==> config.mk <==
export PLATFORM = sky130hd
export DESIGN_NAME = exc_prio_resolver
export DESIGN_NICKNAME = d
export VERILOG_FILES = /design/src/rtl/exc_res_pkg.sv /design/src/rtl/exc_prio_regs.sv /design/src/rtl/exc_prio_arbiter.sv /design/src/rtl/exc_active_stack.sv /design/src/rtl/exc_prio_resolver.sv
export SDC_FILE = /design/constraint.sdc
export NUM_CORES = 1
export LEC_CHECK = 0
export ABC_AREA = 1
export BUFFER_PORTS_ARGS = -buffer_cell sky130_fd_sc_hd__buf_4
export CORE_ASPECT_RATIO = 0.5
export CORE_MARGIN = 2
export CORE_UTILIZATION = 45
export CTS_CLUSTER_DIAMETER = 200
export DETAILED_ROUTE_END_ITERATION = 8
export GPL_TIMING_DRIVEN = 0
export MAX_ROUTING_LAYER = met4
export PLACE_DENSITY_LB_ADDON = 0.25
export REMOVE_ABC_BUFFERS = 1
export SLEW_MARGIN = 20
export SYNTH_ARGS = -nofsm -noshare
export SYNTH_HDL_FRONTEND = slang
export SYNTH_HIERARCHICAL = 1
export SYNTH_SLANG_ARGS = --single-unit
==> constraint.sdc <==
create_clock -name clk -period 50.9 [get_ports clk]
set_input_delay 10.18 -clock clk [delete_from_list [all_inputs] [get_ports clk]]
set_output_delay 10.18 -clock clk [all_outputs]
set_load 0.05 [all_outputs]
==> src/rtl/exc_res_pkg.sv <==
package exc_res_pkg;
  localparam int PW     = 10;
  localparam int NFIXED = 3;

  typedef logic signed [PW-1:0] sprio_t;

  localparam sprio_t THREAD_PRIO = 10'sd256;

  // Full (group + sub) priority of exception idx
  function automatic sprio_t full_prio(input int idx, input logic [7:0] p);
    if (idx < NFIXED) return sprio_t'(idx - 3);
    return sprio_t'({2'b00, p});
  endfunction

  // Group part: clear the low g subpriority bits, fixed levels untouched
  function automatic sprio_t group_of(input sprio_t f, input logic [2:0] g);
    sprio_t m;
    m = sprio_t'(10'h3FF << g);
    if (f < 0) return f;
    return f & m;
  endfunction
endpackage

==> src/rtl/exc_prio_regs.sv <==
module exc_prio_regs
  import exc_res_pkg::*;
#(
  parameter int N  = 16,
  parameter int IW = $clog2(N)
) (
  input  logic                clk,
  input  logic                rst_n,
  input  logic                we_i,
  input  logic [IW-1:0]       addr_i,
  input  logic [7:0]          data_i,
  output logic [N-1:0][7:0]   prio_o
);

  for (genvar gi = 0; gi < N; gi++) begin : g_ent
    if (gi < NFIXED) begin : g_fixed
      assign prio_o[gi] = 8'h00;
    end else begin : g_cfg
      logic [7:0] r_q;
      always_ff @(posedge clk or negedge rst_n) begin
        if (!rst_n)                                r_q <= 8'h00;
        else if (we_i && addr_i == IW'(gi))        r_q <= data_i;
      end
      assign prio_o[gi] = r_q;
    end
  end

  AST_FIXED_LOCKED: assert property (@(posedge clk) disable iff (!rst_n)
    (we_i && addr_i < IW'(NFIXED)) |=> $stable(prio_o));

endmodule

==> src/rtl/exc_prio_arbiter.sv <==
module exc_prio_arbiter
  import exc_res_pkg::*;
#(
  parameter int N  = 16,
  parameter int IW = $clog2(N)
) (
  input  logic [N-1:0]        elig_i,
  input  logic [N-1:0][7:0]   prio_i,
  output logic                win_vld_o,
  output logic [IW-1:0]       win_num_o,
  output sprio_t              win_full_o
);

  sprio_t key [N];

  for (genvar gi = 0; gi < N; gi++) begin : g_key
    assign key[gi] = full_prio(gi, prio_i[gi]);
  end

  // Linear scan: strict compare keeps the lower number on ties
  always_comb begin
    win_vld_o  = 1'b0;
    win_num_o  = '0;
    win_full_o = THREAD_PRIO;
    for (int i = 0; i < N; i++) begin
      if (elig_i[i] && (!win_vld_o || key[i] < win_full_o)) begin
        win_vld_o  = 1'b1;
        win_num_o  = IW'(i);
        win_full_o = key[i];
      end
    end
  end

endmodule

==> src/rtl/exc_active_stack.sv <==
module exc_active_stack
  import exc_res_pkg::*;
#(
  parameter int N  = 16,
  parameter int IW = $clog2(N)
) (
  input  logic                clk,
  input  logic                rst_n,
  input  logic                push_i,
  input  logic [IW-1:0]       push_num_i,
  input  logic                pop_i,
  input  logic [N-1:0][7:0]   prio_i,
  input  logic [2:0]          grp_i,
  output sprio_t              cur_prio_o,
  output logic [N-1:0]        act_o
);
  localparam int DW = IW + 1;

  logic [IW-1:0] stk_q [N];
  logic [DW-1:0] depth_q;
  logic [DW-1:0] top_idx;
  logic [N-1:0]  act_q;

  assign top_idx = depth_q - DW'(1);

  always_ff @(posedge clk or negedge rst_n) begin
    if (!rst_n) begin
      depth_q <= '0;
      act_q   <= '0;
    end else if (pop_i) begin
      if (depth_q != '0) begin
        act_q[stk_q[top_idx[IW-1:0]]] <= 1'b0;
        depth_q                      <= top_idx;
      end
    end else if (push_i) begin
      act_q[push_num_i] <= 1'b1;
      depth_q           <= depth_q + DW'(1);
    end
  end

  always_ff @(posedge clk) begin
    if (push_i && !pop_i) stk_q[depth_q[IW-1:0]] <= push_num_i;
  end

  // Current level: most urgent group priority over active entries
  always_comb begin
    sprio_t g;
    cur_prio_o = THREAD_PRIO;
    for (int i = 0; i < N; i++) begin
      g = group_of(full_prio(i, prio_i[i]), grp_i);
      if (act_q[i] && g < cur_prio_o) cur_prio_o = g;
    end
  end

  assign act_o = act_q;

  AST_NO_OVERFLOW: assert property (@(posedge clk) disable iff (!rst_n)
    (push_i && !pop_i) |-> (depth_q < DW'(N)));
  AST_IDLE_LEVEL: assert property (@(posedge clk) disable iff (!rst_n)
    (depth_q == '0) |-> (cur_prio_o == THREAD_PRIO));
  AST_POP_EMPTY: assert property (@(posedge clk) disable iff (!rst_n)
    (pop_i && depth_q == '0) |=> (depth_q == '0));
  AST_PUSH_FRESH: assert property (@(posedge clk) disable iff (!rst_n)
    push_i |-> !act_q[push_num_i]);
  AST_DEPTH_MATCH: assert property (@(posedge clk) disable iff (!rst_n)
    ($countones(act_q) == int'(depth_q)));

endmodule

==> src/rtl/exc_prio_resolver.sv <==
module exc_prio_resolver
  import exc_res_pkg::*;
#(
  parameter int N  = 16,
  parameter int IW = $clog2(N)
) (
  input  logic            clk,
  input  logic            rst_n,
  input  logic [N-1:0]    pend_i,
  input  logic            ret_i,
  input  logic [2:0]      grp_i,
  input  logic            prio_we_i,
  input  logic [IW-1:0]   prio_addr_i,
  input  logic [7:0]      prio_data_i,
  output logic            win_vld_o,
  output logic [IW-1:0]   win_num_o,
  output logic            take_o,
  output logic [PW-1:0]   cur_prio_o
);

  logic [N-1:0][7:0] prio;
  logic [N-1:0]      act;
  logic [N-1:0]      elig;
  sprio_t            win_full;
  sprio_t            cur;

  exc_prio_regs #(.N(N), .IW(IW)) u_regs (
    .clk    (clk),
    .rst_n  (rst_n),
    .we_i   (prio_we_i),
    .addr_i (prio_addr_i),
    .data_i (prio_data_i),
    .prio_o (prio)
  );

  assign elig = pend_i & ~act;

  exc_prio_arbiter #(.N(N), .IW(IW)) u_arb (
    .elig_i     (elig),
    .prio_i     (prio),
    .win_vld_o  (win_vld_o),
    .win_num_o  (win_num_o),
    .win_full_o (win_full)
  );

  // Preemption compares group parts only, and waits while a return is in flight
  assign take_o = win_vld_o && (group_of(win_full, grp_i) < cur) && !ret_i;

  exc_active_stack #(.N(N), .IW(IW)) u_stk (
    .clk        (clk),
    .rst_n      (rst_n),
    .push_i     (take_o),
    .push_num_i (win_num_o),
    .pop_i      (ret_i),
    .prio_i     (prio),
    .grp_i      (grp_i),
    .cur_prio_o (cur),
    .act_o      (act)
  );

  assign cur_prio_o = cur;

  AST_TAKE_PEND: assert property (@(posedge clk) disable iff (!rst_n)
    take_o |-> pend_i[win_num_o]);
  AST_WIN_FREE: assert property (@(posedge clk) disable iff (!rst_n)
    win_vld_o |-> !act[win_num_o]);
  AST_IDLE_NO_WIN: assert property (@(posedge clk) disable iff (!rst_n)
    (pend_i == '0) |-> !win_vld_o);
  AST_RET_BLOCKS: assert property (@(posedge clk) disable iff (!rst_n)
    ret_i |-> !take_o);
  AST_TAKE_RAISES: assert property (@(posedge clk) disable iff (!rst_n)
    (take_o && !prio_we_i) |=> (!$stable(grp_i) || cur < $past(cur)));

endmodule

# Yosys cells after proc, flatten, opt, wreduce, memory -nomap -nowiden
# Memories as Yosys holds them, arrays and structs flattened.
# Index checks and enable logic that the tools add are counted.
[word_totals]
ff_bits = 125
n_memories = 1
out_inout_bits = 16
wordCells = 248
ram_bits = 64
input_bits = 35
[classes]
eq_ne = 14
n_bitwise = 19
add_sub_neg = 2
reduce_logical = 82
muxes = 78
shifts = 1
order_cmp = 36
[memory_table]
columns = ["name", "depth", "word_bits", "read_ports", "rd_ports_with_merged_regs", "wr", "line", "text"]
rows = [
  ["u_stk.stk_q", 16, 4, 1, 0, 1, "exc_active_stack.sv:19", "logic [IW-1:0] stk_q [N];"],
]
[op_table]
columns = ["operator", "count"]
rows = [
  ["$mux 10", 34],
  ["$lt 10x10->1", 14],
  ["$and 9x10->10", 13],
  ["$lt 9x10->1", 13],
  ["$logic_and 1x1->1", 48],
  ["$mux 16", 3],
  ["$and 16x16->16", 2],
  ["$eq 4x4->1 const B", 8],
  ["$mux 4", 8],
  ["$not 16->16", 2],
  ["$mux 1", 22],
  ["$lt 1x10->1 const A", 2],
  ["$lt 2x10->1 const A", 2],
  ["$eq 4x3->1 const B", 4],
  ["$logic_not 1->1", 16],
  ["$or 16x16->16", 1],
  ["$logic_or 1x1->1", 15],
  ["$mux 5", 3],
  ["$mux 3", 4],
  ["$and 10x10->10", 1],
  ["$lt 10x1->1 const B", 1],
  ["$lt 4x5->1 const B", 2],
  ["$shl 10x3->10 const A", 1],
  ["$demux 1 s4", 2],
  ["9 further kinds", 11],
]

# Logic depth before layout (Yosys ltp)
[depth]
ltp_word = 72
mapped_depth = 162
mapped_depth_nobuf = 153

# By module
# Netlist, hierarchy kept.
[modules_own_cells]
columns = ["module", "n_inst", "cells_each", "seq_area_each_um2", "area_per_inst_um2"]
rows = [
  ["exc_active_stack", 1, 1290, 2447.3, 8644.5],
  ["exc_prio_arbiter", 1, 738, 0.0, 4227.8],
  ["exc_prio_regs", 1, 500, 2602.5, 4211.5],
  ["exc_prio_resolver", 1, 96, 0.0, 495.5],
]

# Worst setup path after synthesis
# No wires, ideal clock.
[synth_timing]
path_kind = "input to output"
startpoint = "input pend_i[1]"
endpoint = "output take_o"
t_arrival_ps = 28452
n_path_buf = 12
t_required_ps = 40720
cell_stages = 148
slack_ps = 12268
path_cell_list = "inv_1 > nor2_1 > nor2_4 > nand2_4 > a21oi_1 > ha_1 > a21oi_1 > o21ai_0 > a21oi_2 > nand4_2 > inv_1 > clkbuf_1 > nand2_1 > o21ai_0 > inv_1 > ha_1 > nand2_1 > nor4_1 > [112 not listed] > a21oi_1 > o21ai_0 > nand4_1 > nand2_2 > inv_2 > nand4_2 > buf_6 > nand2_1 > nand2_1 > inv_1 > a31oi_1 > ha_1 > nand2_1 > nor4_2 > nand2_1 > nand3_1 > nand2_1 > nor2_1"
[synth_via]
elab_chain_len = 65
elab_cells_between_ends = 96
classes_between = "order compare (16); mux (33); bitwise (2); reduce/logical (45)"
[synth_lines]
columns = ["item", "line", "text"]
rows = [
  ["start, declared", "exc_prio_resolver.sv:9", "input logic [N-1:0] pend_i,"],
  ["$and 16x16->16 (*)", "exc_prio_resolver.sv:36", "assign elig = pend_i & ~act;"],
  ["via elig[1]", "exc_prio_resolver.sv:23", "logic [N-1:0] elig;"],
  ["$logic_and 1x1->1 (*)", "exc_prio_arbiter.sv:26", "if (elig_i[i] && (!win_vld_o || key[i] < win_full_o)) begin"],
  ["$mux 10 / $mux 1 (equally long branches)", "exc_prio_arbiter.sv:26", ""],
  ["$lt 1x10->1 / $logic_not 1->1 (equally long branches)", "exc_prio_arbiter.sv:26", ""],
  ["$logic_or 1x1->1", "exc_prio_arbiter.sv:26", ""],
  ["$logic_and 1x1->1", "exc_prio_arbiter.sv:26", ""],
  ["$mux 10 / $mux 1 (equally long branches)", "exc_prio_arbiter.sv:26", ""],
  ["[50 not listed]", "--", ""],
  ["$logic_and 1x1->1", "exc_prio_arbiter.sv:26", ""],
  ["$mux 10 (*)", "exc_prio_arbiter.sv:26", ""],
  ["via win_full[9]", "exc_prio_resolver.sv:24", "sprio_t win_full;"],
  ["$lt 10x1->1", "exc_res_pkg.sv:19", "if (f < 0) return f;"],
  ["$mux 1", "exc_res_pkg.sv:19", ""],
  ["$mux 10 (*)", "exc_res_pkg.sv:20", "return f & m;"],
  ["$lt 10x10->1 (*)", "exc_prio_resolver.sv:47", "assign take_o = win_vld_o && (group_of(win_full, grp_i) < cur) && !ret_i;"],
  ["$logic_and 1x1->1 (*) (2 in a row)", "exc_prio_resolver.sv:47", ""],
  ["end, declared", "exc_prio_resolver.sv:17", "output logic take_o,"],
]
# The timed path passes the listed nets; every way through them passes the cells marked *. The select of a mux whose other input is x is not followed.

# Worst setup path in the final report
[layout_timing]
startpoint = "input pend_i[3]"
endpoint = "output take_o"
[layout_via]
elab_chain_len = 57
elab_cells_between_ends = 84
classes_between = "order compare (14); mux (29); bitwise (2); reduce/logical (39)"
[layout_lines]
columns = ["item", "line"]
rows = [
  ["$and 16x16->16 (*)", "exc_prio_resolver.sv:36"],
  ["via elig[3]", "exc_prio_resolver.sv:23"],
  ["$logic_and 1x1->1 (*)", "exc_prio_arbiter.sv:26"],
  ["$mux 10 / $mux 1 (equally long branches)", "exc_prio_arbiter.sv:26"],
  ["$lt 9x10->1 / $logic_not 1->1 (equally long branches)", "exc_prio_arbiter.sv:26"],
  ["$logic_or 1x1->1", "exc_prio_arbiter.sv:26"],
  ["$logic_and 1x1->1", "exc_prio_arbiter.sv:26"],
  ["$mux 10 / $mux 1 (equally long branches)", "exc_prio_arbiter.sv:26"],
  ["[42 not listed]", "--"],
  ["$logic_and 1x1->1", "exc_prio_arbiter.sv:26"],
  ["$mux 10 (*)", "exc_prio_arbiter.sv:26"],
  ["via win_full[2]", "exc_prio_resolver.sv:24"],
  ["$lt 10x1->1", "exc_res_pkg.sv:19"],
  ["$mux 1", "exc_res_pkg.sv:19"],
  ["$mux 10 (*)", "exc_res_pkg.sv:20"],
  ["$lt 10x10->1 (*)", "exc_prio_resolver.sv:47"],
  ["$logic_and 1x1->1 (*) (2 in a row)", "exc_prio_resolver.sv:47"],
]
# Marked as above.

==> reports/qor.txt <==
Worst clock skew - 0.0110 ns
Area Growth Syn to Fin - 7.51%
Clock latency on the worst-skew pair - 0.46 ns
Required time worst endpoint - 40.72 ns
Initial DRC Count - 1794
Postcts setup bufs - 0
Total CTS buffers - 17
Routed len/inst - 17.2 µm
Via/cell ratio - 5.40
Clk pin slew, worst setup/hold paths - 0.08 ns
Fillcell total - 3802
FP Rows - 50
Unrepaired setup endpoints after global routing - no
Die area - 40300 µm²
Die Ht - 143 µm
Root Buffer - clkbuf_16
Clock buffer depth - 2
Crit path top cell by count - inv_1
Reg2Reg Setup Slack - 26.98 ns
Max_slew headroom - 35.6%
Synth Area per Inst - 6.69 µm²
Routed wire length - 54.0 mm
Crit path time final - 42.11 ns
Tot GR Track Use - 28.1%
Setup TNS - 0 ns
Outcome - finished, final reports clean
Cell count after synthesis - 2599
CP Launch Type - input port
Worst setup path endpoint - take_o
Fin. max-slew vios - 0
R2R depth - 140
Initial antenna violation count - 0
Design area - 18700 µm²
Vias in the first global route - 15.3k
Critical Path Fanout Max - 16
First-pass GRT wire length - 84.2 mm
Final setup vio count - 0
Share of layout cells above drive strength 1 - 9.72%
DRT antenna net count - 0
H-tree level count - 4
Ports - 51
Initial Util - 46.1%
Fin crit share - 82.7%
Final GP Congestion - 0.941
Fmax achieved - 0.0238 GHz
Placed inst area - 18100 µm²
# diodes - 0
Dpl hpwl - 40.7 mm
Arr. time, crit path - 31.93 ns
Fin. Hold Viols - 0
DRC - 0
Num Clock Sinks - 189
Slew @ Worst Pin - 0.966 ns
Worst path max stage delay - 0.59 ns
Crit path kind - in2out
Nets - 2808
Cell Area, Synth - 17400 µm²
Hold bufs inserted after CTS - 0
Via Count - 17.0k
CTS tree - done
Gates resized, CTS repair - 0
Largest net degree at the start of global routing - 84
Max-cap violations - 0
Yosys warns - 6
Worst min-delay path class - reg2reg
IO buf count - 50
Worst r2r src - u_stk/act_o[3]
Final global-route overflow total - 0
Worst Setup SP - pend_i[3]
Crit-path slowest cell - nor2_1
1st-pass router iterations - 5
Core Region - 37700 µm²
Die X - 282 µm
Reg-to-reg critical path endpoint - u_stk/act_o[5]
Crit. End Element - output pin
cell type report:
cell class,instances,area (µm²),share of cell area (%)
Multi-Input combinational cell,1933,10400,55.7
Sequential cell,189,5050,27.0
Inverter,418,1580,8.45
Tap cell,520,651,3.48
Clock buffer,17,425,2.27
Timing Repair Buffer,52,422,2.25
Clock inverter,15,160,0.856
flip-flops by register name, indices dropped and copies added, names as in the netlist:
name,cells
u_stk/act_o,16
u_stk/stk_q,64
u_regs/g_ent.g_cfg.r_q,104
u_stk/depth_q,5
critical path, delay by kind of cell:
kind | cells | cell delay, ns
AO/OA/AOI/OAI | 36 | 4.95
AND/OR/NAND/NOR | 54 | 6.95
buffers and inverters | 35 | 5.69
adder cells (fa/ha/maj) | 13 | 4.06
worst min-delay path by stage:
stage	to	slack, ns	startpoint	depth (start not counted)
floorplan	u_stk/depth_q[4]	0.44	u_stk/depth_q[4]	1
global placement	u_stk/depth_q[4]	0.46	u_stk/depth_q[4]	1
detailed placement	u_stk/depth_q[4]	0.47	u_stk/depth_q[4]	1
CTS	u_stk/depth_q[4]	0.48	u_stk/depth_q[4]	1
global route	u_stk/depth_q[4]	0.50	u_stk/depth_q[4]	1
finish	u_stk/depth_q[4]	0.48	u_stk/depth_q[4]	1
cells in the final DEF, fill, tap and decap left out, types with 3 or more instances in the layout:
cell       count
nand3_1      117
clkinv_8       3
or2_1         10
inv_6          6
a21oi_2        3
nor4_1         3
nand4_4        8
nand3_2       12
edfxtp_1      64
nor2_4         9
xor2_1         4
a31oi_1       12
dfrtp_1      124
ha_1         162
o211ai_1       7
nand4_2        5
nand2_4        7
o21ai_1        3
inv_8          3
clkinv_2       3
nand4_1       92
a32oi_1        6
o21bai_1       6
nand2_1      875
o21ai_0      173
nor2_1       206
or2_2          9
nor3_1         3
inv_1        360
a21oi_1       95
clkbuf_16     17
o32ai_1        7
buf_4         49
mux2i_1        9
clkinv_1       5
inv_2         49
o221ai_1      11
nor2_2        12
nand2_2       44
metrics by stage:
stage               std cells  hold WS (ns)  utilization (%)  worst slack (ns)
floorplan                2540         0.442                -             13.25
finish                   3144         0.476             49.6              8.79
global placement         3110         0.458             47.9              9.59
CTS                      3144         0.480             49.6              9.27
detailed placement       3112         0.466             48.0              9.35
global route             3144         0.499             49.6              6.58
metal layers:
metal,GRT usage [%],part of all wire (%),up-vias
met4,6.16,1.5,0
met3,5.09,9.2,63
met2,41.6,42,661
li1,-,-,8434
met5,-,0,-
met1,39.8,47,7812
Power is not shown: default switching activity piles up to over one toggle a cycle in this logic, so the estimate is an artifact.
